## src/rtl/i2c_tick_pkg.sv

```systemverilog
package i2c_tick_pkg;

  typedef struct packed {
    logic rise;
    logic fall;
    logic drive;
    logic sample;
  } tick_t;

  localparam int TICK_W = 4;

endpackage

```

## src/rtl/scl_div_core.sv

```systemverilog
module scl_div_core #(
  parameter int TERM_CNT = 38
) (
  input  logic                         clk,
  input  logic                         rst_n,
  output logic [$clog2(TERM_CNT+1)-1:0] cnt_o,
  output logic                         phase_o
);

  localparam int CW = $clog2(TERM_CNT + 1);

  logic [CW-1:0] cnt_q, cnt_d;
  logic          ph_q, ph_d;
  logic          wrap;

  assign wrap = (cnt_q == CW'(TERM_CNT));

  always_comb begin
    cnt_d = wrap ? '0 : cnt_q + 1'b1;
    ph_d  = ph_q;
    if (cnt_q == '0) ph_d = ~ph_q;
  end

  always_ff @(posedge clk or negedge rst_n) begin
    if (!rst_n) begin
      cnt_q <= '0;
      ph_q  <= 1'b1;
    end else begin
      cnt_q <= cnt_d;
      ph_q  <= ph_d;
    end
  end

  assign cnt_o   = cnt_q;
  assign phase_o = ph_q;


  cnt_range_chk: assert property (@(posedge clk) disable iff (!rst_n)
    cnt_q <= CW'(TERM_CNT));


  cnt_wrap_chk: assert property (@(posedge clk) disable iff (!rst_n)
    (cnt_q == CW'(TERM_CNT)) |=> (cnt_q == '0));

endmodule

```

## src/rtl/tick_decode.sv

```systemverilog
module tick_decode
  import i2c_tick_pkg::*;
#(
  parameter int TERM_CNT = 38,
  parameter int MID_CNT  = TERM_CNT / 2
) (
  input  logic                          clk,
  input  logic                          rst_n,
  input  logic [$clog2(TERM_CNT+1)-1:0] cnt,
  input  logic                          phase,
  output tick_t                         tick_o
);

  localparam int CW = $clog2(TERM_CNT + 1);

  tick_t tick_q, tick_d;
  logic  at_zero, at_mid;

  assign at_zero = (cnt == '0);
  assign at_mid  = (cnt == CW'(MID_CNT));

  always_comb begin
    tick_d.rise   = at_zero & ~phase;
    tick_d.fall   = at_zero &  phase;
    tick_d.drive  = at_mid  & ~phase;
    tick_d.sample = at_mid  &  phase;
  end

  always_ff @(posedge clk or negedge rst_n) begin
    if (!rst_n) tick_q <= '0;
    else        tick_q <= tick_d;
  end

  assign tick_o = tick_q;


  drive_low_chk: assert property (@(posedge clk) disable iff (!rst_n)
    tick_q.drive |-> !phase);


  sample_high_chk: assert property (@(posedge clk) disable iff (!rst_n)
    tick_q.sample |-> phase);


  fall_single_chk: assert property (@(posedge clk) disable iff (!rst_n)
    tick_q.fall |=> !tick_q.fall);


  rise_phase_chk: assert property (@(posedge clk) disable iff (!rst_n)
    tick_q.rise |-> phase);

endmodule

```

## src/rtl/sda_capture.sv

```systemverilog
module sda_capture #(
  parameter int SYNC_STAGES = 2
) (
  input  logic clk,
  input  logic rst_n,
  input  logic pad_i,
  input  logic cap_en,
  output logic smp_o
);

  logic [SYNC_STAGES-1:0] sync_q;
  logic                   smp_q, smp_d;

  generate
    for (genvar g = 0; g < SYNC_STAGES; g++) begin : g_sync
      if (g == 0) begin : g_first
        always_ff @(posedge clk or negedge rst_n) begin
          if (!rst_n) sync_q[0] <= 1'b1;
          else        sync_q[0] <= pad_i;
        end
      end else begin : g_next
        always_ff @(posedge clk or negedge rst_n) begin
          if (!rst_n) sync_q[g] <= 1'b1;
          else        sync_q[g] <= sync_q[g-1];
        end
      end
    end
  endgenerate

  always_comb begin
    smp_d = smp_q;
    if (cap_en) smp_d = sync_q[SYNC_STAGES-1];
  end

  always_ff @(posedge clk or negedge rst_n) begin
    if (!rst_n) smp_q <= 1'b1;
    else        smp_q <= smp_d;
  end

  assign smp_o = smp_q;


  smp_hold_chk: assert property (@(posedge clk) disable iff (!rst_n)
    !cap_en |=> $stable(smp_q));

endmodule

```

## src/rtl/i2c_bit_pacer.sv

```systemverilog
module i2c_bit_pacer
  import i2c_tick_pkg::*;
#(
  parameter int TERM_CNT    = 38,
  parameter int SYNC_STAGES = 2
) (
  input  logic clk,
  input  logic rst_n,
  input  logic scl_run,
  input  logic sda_pad,
  output logic scl_o,
  output logic rise_en,
  output logic fall_en,
  output logic drive_en,
  output logic sample_en,
  output logic sda_smp
);

  localparam int CW      = $clog2(TERM_CNT + 1);
  localparam int MID_CNT = TERM_CNT / 2;

  logic [CW-1:0] cnt;
  logic          phase;
  tick_t         tick;

  scl_div_core #(.TERM_CNT(TERM_CNT)) i_div (
    .clk     (clk),
    .rst_n   (rst_n),
    .cnt_o   (cnt),
    .phase_o (phase)
  );

  tick_decode #(.TERM_CNT(TERM_CNT), .MID_CNT(MID_CNT)) i_dec (
    .clk    (clk),
    .rst_n  (rst_n),
    .cnt    (cnt),
    .phase  (phase),
    .tick_o (tick)
  );

  sda_capture #(.SYNC_STAGES(SYNC_STAGES)) i_cap (
    .clk    (clk),
    .rst_n  (rst_n),
    .pad_i  (sda_pad),
    .cap_en (tick.sample),
    .smp_o  (sda_smp)
  );

  assign scl_o     = scl_run ? phase : 1'b1;
  assign rise_en   = tick.rise;
  assign fall_en   = tick.fall;
  assign drive_en  = tick.drive;
  assign sample_en = tick.sample;


  strobe_excl_chk: assert property (@(posedge clk) disable iff (!rst_n)
    $onehot0({rise_en, fall_en, drive_en, sample_en}));


  drive_scl_low_chk: assert property (@(posedge clk) disable iff (!rst_n)
    (drive_en && scl_run) |-> !scl_o);

endmodule

```

## config.mk

```make
export PLATFORM = sky130hd
export DESIGN_NAME = i2c_bit_pacer
export DESIGN_NICKNAME = d
export VERILOG_FILES = /design/src/rtl/i2c_tick_pkg.sv /design/src/rtl/scl_div_core.sv /design/src/rtl/tick_decode.sv /design/src/rtl/sda_capture.sv /design/src/rtl/i2c_bit_pacer.sv
export SDC_FILE = /design/constraint.sdc
export NUM_CORES = 1
export LEC_CHECK = 0
export ABC_AREA = 1
export BUFFER_PORTS_ARGS = -buffer_cell sky130_fd_sc_hd__buf_2
export CAP_MARGIN = 15
export CORE_UTILIZATION = 40
export DETAILED_ROUTE_END_ITERATION = 8
export PLACE_DENSITY_LB_ADDON = 0.05
export SLEW_MARGIN = 0
export SYNTH_ARGS = -nofsm -noshare
export SYNTH_HDL_FRONTEND = slang
export SYNTH_HIERARCHICAL = 1
export SYNTH_SLANG_ARGS = --single-unit
```

## constraint.sdc

```tcl
create_clock -name clk -period 1.2 [get_ports clk]
set_input_delay 0.24 -clock clk [delete_from_list [all_inputs] [get_ports clk]]
set_output_delay 0.24 -clock clk [all_outputs]
set_load 0.02 [all_outputs]
```

Word-level counts from Yosys, hierarchy flattened --
Cells that the tools add are included.
Storage, ports and cells: register bits after elaboration 14, input bits 4, output and inout port bits 6, logic and storage cells 20
Operators by class: add/sub/neg operators 1, eq/ne operators 2, muxes and demuxes 2, bitwise gates (word level) 5, reduce and logical (&&, ||, !) cells 1
Operator list (count):
- $add 6x1->6 const B | 1
- $eq 6x5->1 const B | 1
- $eq 6x6->1 const B | 1
- $logic_not 6->1 | 1
- $mux 6 | 1
- $and 1x1->1 | 4
- $mux 1 | 1
- $not 1->1 | 1

Logic depth before layout (Yosys ltp) --
depth after elaboration 2, mapped depth 7, gate-level depth less buffers 7

Hierarchy --
Netlist, hierarchy kept.
By module, submodules not included:
- scl_div_core | times used 1, cells an instance 46, area each 390.4 sq um, seq. area each 176.4 sq um
- tick_decode | times used 1, cells an instance 18, area each 155.1 sq um, seq. area each 100.1 sq um
- sda_capture | times used 1, cells an instance 7, area each 93.8 sq um, seq. area each 78.8 sq um
- i2c_bit_pacer | times used 1, cells an instance 2, area each 7.5 sq um, seq. area each 0.0 sq um

Worst setup path before layout --
OpenSTA, ideal clock, no wires.
path kind register -> register, start point register i_div.cnt_q[0] (netlist: i_div/cnt_o[0]), end point register i_div.cnt_q[3] (netlist: i_div/cnt_o[3]), setup time 0.118 ns, data arrival time 0.956 ns, required time 1.082 ns, path slack 0.126 ns, stages on the path, launching flop included 7, path buffers 0, clock period less this slack 1.074 ns, cell sequence dfrtp_1 > inv_1 > ha_1 > nand2_1 > nand3b_4 > inv_2 > nor2_1
Between the ends: word-level cells in the longest chain between the ends 2, elaborated cells between the ends (all ways) 3, those cells by class 1 x add/sub; 1 x eq/ne; 1 x mux
RTL lines:
- start, declared | line scl_div_core.sv:12 | logic [CW-1:0] cnt_q, cnt_d;
- start signal, assigned | line scl_div_core.sv:29 | cnt_q <= cnt_d;
- $add 6x1->6 or $eq 6x6->1 (tied branches) | line scl_div_core.sv:19, scl_div_core.sv:16
- $mux 6 (*) | line scl_div_core.sv:19 | cnt_d = wrap ? '0 : cnt_q + 1'b1;
- net i_div.cnt_d[3] | line scl_div_core.sv:12
The timed path passes the listed nets; every way through them passes the cells marked *. A chain may end at the register's enable or synchronous reset.

Worst setup path in the final report --
start point register i_div.ph_q (netlist: i_div/phase_o), end point output scl_o
Between the ends: word-level cells in the longest chain between the ends 1
RTL lines:
- start, declared | line scl_div_core.sv:13 | logic ph_q, ph_d;
- start signal, assigned | line scl_div_core.sv:30 | ph_q <= ph_d;
- $mux 1 | line i2c_bit_pacer.sv:49 | assign scl_o = scl_run ? phase : 1'b1;
- end, declared | line i2c_bit_pacer.sv:11 | output logic scl_o,
No other way between the ends.

==> qor.tcl <==
set qor(status) {finished with violations}
set qor(violations) {negative setup slack}
set qor(path_max_fanout) 2
set qor(simple_gate_area_share_of_the_yosys_netlist_pct) 27.7
set qor(setup_viol_count_final) 1
set qor(syn2layout_area_growth_pct) 22.4
set qor(grt-ovfl-total) 0
set qor(antenna-diode-count) 0
set qor(antenna_violations_before_repair) 0
set qor(dr_total_vias) 465
set qor(grt_most_used_layer) {met2}
set qor(post_synth_num_cell_types) 13
set qor(total_nets_final) 98
set qor(vias_per_cell) 4.39
set qor(max-slew-margin-rel_pct) 79.5
set qor(cts_buffers) 3
set qor(largest_area_contributor_in_the_synthesized_netlist) {sky130_fd_sc_hd__dfrtp_1}
set qor(critical_path.startpoint) {i_div/phase_o$_DFFE_PN1N_}
set qor(finalCoreUtilization_pct) 52.6
set qor(grt.met3_usage_pct) 2.59
set qor(cap_violations) 0
set qor(fin_setup_tns_ns) -0.0553
set qor(grt_max_degree) 15
set qor(root_buffer) {sky130_fd_sc_hd__clkbuf_4}
set qor(p_per_area_nw_per_um2) 1070
set qor(post_syn_instances) 73
set qor(numPortBuffers) 9
set qor(coreArea_um2) 1510
set qor(drv_slew) 0
set qor(drt-pass1-iter-count) 3
set qor(worst_skew_pair.late_latency_ns) 0.27
set qor(finalWeightedCongestion) 0.805
set qor(netlist_area_um2) 647
set qor(grt_pass1_wl_mm) 1.64
set qor(class_of_the_worst_hold_path) {input port to flip-flop}
set qor(cell_count_final_fillers_out) 106
set qor(yosys_register_bits) 14
set qor(hpwlAfterDp_um) 733
set qor(effective_utilization_at_floorplan_pct) 42.9
set qor(remaining_drc_errors) 0
set qor(synth_fp_nets) 80
set qor(max_clock_freq_mhz) 797
set qor(cellLeakagePower_nw) 0.460
set qor(tritoncts) {yes}
set qor(setup_ws_ns) -0.0553
set qor(chipHeight_um) 42.2
set qor(post_dp_cell_area_um2) 719
set qor(count_of_synthesis_stage_warnings_from_yosys) 6
set qor(drive_gt1_share_pct) 31.1
set qor(cts.htree.levels) 1
set qor(clk_path_buf_depth) 2
set qor(drt-initial-drc-count) 13
set qor(layout.cell_area.non_filler_um2) 792
set qor(post_synth.cell_area_avg_um2) 8.86
set qor(synthAdderAreaFrac_pct) 5.80
set qor(seqCellArea_um2) 355
set qor(worst-slew-pin-transition_ns) 0.307
set qor(finalHoldViolCount) 0
set qor(clk_transition_reported_paths_ns) 0.09
set qor(vias_in_the_first_global_route) 384
set qor(criticalPathCategory) {flip-flop to output port}
set qor(placed_cells) 99
set qor(finClkSkew_ns) 0.00716
set qor(yosysTopAreaCellShare_pct) 38.7
set qor(start_kind) {flip-flop}
set qor(ios) 10
set qor(synth-compound-area-share_pct) 0.774
set qor(postRouteWirelength_um) 994
set qor(dieArea_um2) 1780
set qor(globalRouteMet1Util_pct) 17.7
set qor(hold_path.startpoint) {sda_pad}
set qor(r2r_start) {i_div/cnt_o[0]$_DFF_PN0_}
set qor(fill_cells) 137
set qor(synth_sequential_area_ratio_pct) 54.9
set qor(clock_sinks) 14
set qor(fin_crit_ns) 1.26
set qor(die_w_um) 42.2
set qor(combined_area_of_the_multi_input_logic_cells_um2) 241
set qor(synth_top_family_by_area) {simple AND/OR/NAND/NOR gates}
set qor(grtUsageMet2_pct) 18.2
set qor(area_share_of_xor_xnor_cells_in_the_synthesized_design_pct) 2.71
set qor(ys_top_cells_by_area) {sky130_fd_sc_hd__dfrtp_1 (39%), sky130_fd_sc_hd__dfstp_2 (16%), sky130_fd_sc_hd__nor2_1 (9.3%), sky130_fd_sc_hd__nand2_1 (7.5%), sky130_fd_sc_hd__inv_1 (7.0%)}
set qor(worst-endpoint-required_ns) 0.96
set qor(wl_per_cell_um) 9.38
set qor(ant_nets) 0
set qor(worst-endpoint-arrival_ns) 1.02
set qor(floorplan.rows) 14
set qor(critical_path.endpoint_type) {output port}
set qor(vdd_ir_drop_max_mv) 0.638
set qor(grt_usage_pct) 12.5
set qor(final_min_period_over_clock_period_pct) 105
set qor(synth.area.mux_share_pct) 0
set qor(rsz0062_at_grt) {yes}
==> stage by stage <==
step                worst slack [ns]  power (mW)  hold WS, ns
finish                       -0.0553       0.844       0.0653
global route                 -0.0922       0.878       0.0498
CTS                          -0.0754       0.857       0.0579
detailed placement            0.0984       0.515        0.151
global placement               0.111       0.515        0.155
floorplan                      0.126       0.498      -0.0556
==> layout make-up <==
| cell class | count | area share, % |
|---|---|---|
| clock buffer | 4 | 4.58 |
| sequential | 14 | 44.9 |
| multi-input combinational | 45 | 30.5 |
| timing repair buffer | 13 | 10.9 |
| inverter | 14 | 6.64 |
| tap | 16 | 2.53 |
==> cell usage in the layout, fill, tap and decap left out, types with 2 or more instances in the layout <==
master                     netlist  layout
sky130_fd_sc_hd__ha_1            3       3
sky130_fd_sc_hd__nand3_1         5       5
sky130_fd_sc_hd__dfrtp_1        10      10
sky130_fd_sc_hd__xor2_1          2       2
sky130_fd_sc_hd__nor2_2          3       3
sky130_fd_sc_hd__nand2_1        13      12
sky130_fd_sc_hd__inv_2           2       3
sky130_fd_sc_hd__clkbuf_4        0       3
sky130_fd_sc_hd__buf_2           0       7
sky130_fd_sc_hd__inv_1          12      11
sky130_fd_sc_hd__nor2_1         16      16
sky130_fd_sc_hd__dfstp_2         4       4
sky130_fd_sc_hd__buf_4           0       4
==> worst max-delay path, stage by stage, from the launching register on <==
cell and delay (ns):
sky130_fd_sc_hd__dfstp_2 0.55, sky130_fd_sc_hd__inv_2 0.03, sky130_fd_sc_hd__nand2_2 0.06, sky130_fd_sc_hd__buf_6 0.11
==> power by group <==
group          internal [mW]  switching, mW
registers              0.481        0.00157
clock network          0.184          0.148
logic                 0.0121         0.0171
==> cells by family (layout without fill, tap and decap cells) <==
group,count (synthesis),in the layout
flip-flops,14,14
adder cells (fa/ha/maj),3,3
XOR/XNOR,2,2
AND/OR/NAND/NOR,39,39
buffers and inverters,14,31
AO/OA/AOI/OAI,1,1
==> registers in the layout (all words and copies together) (netlist names) <==
register and flops:
i_div/cnt_o 6, i_dec/tick_o 4, i_cap/sync_q 2, i_cap/smp_o 1, i_div/phase_o 1
==> cells in the mapped netlist <==
cell and number:
sky130_fd_sc_hd__nor2_2 3, sky130_fd_sc_hd__dfrtp_1 10, sky130_fd_sc_hd__nand3b_4 1, sky130_fd_sc_hd__xor2_1 2
sky130_fd_sc_hd__inv_1 12, sky130_fd_sc_hd__nand2_1 13, sky130_fd_sc_hd__nand4_1 1, sky130_fd_sc_hd__nor2_1 16
sky130_fd_sc_hd__a21oi_1 1, sky130_fd_sc_hd__nand3_1 5, sky130_fd_sc_hd__dfstp_2 4, sky130_fd_sc_hd__ha_1 3
sky130_fd_sc_hd__inv_2 2
==> layer usage <==
| metal | vias to the layer above | routed length (um) |
|---|---|---|
| met5 | - | 0 |
| met4 | 0 | 9 |
| met3 | 2 | 32 |
| met2 | 9 | 440 |
| met1 | 203 | 511 |
| li1 | 251 | - |
==> path summary, 6_finish.rpt <==
kind	end	slack (ns)	depth (start not counted)
max	scl_o	-0.06	3
min	i_cap/sync_q[0]$_DFF_PN1_	0.07	1
max reg2reg	i_div/cnt_o[4]$_DFF_PN0_	0.10	5
min reg2reg	i_cap/sync_q[1]$_DFF_PN1_	0.36	0
max in group asynchronous	i_cap/sync_q[0]$_DFF_PN1_	0.53	2
min in group asynchronous	i_div/cnt_o[4]$_DFF_PN0_	0.37	2
==> what timing repair did <==
item | CTS | global route
hold buffers | 1 | 0
resized for setup | 2 | 3
pin swaps | 0 | 1
setup buffers | 1 | 1
endpoints found under the hold margin | 10 | 0
endpoints found under the setup margin | 1 | 3
Power figures use the tool's default switching activity.
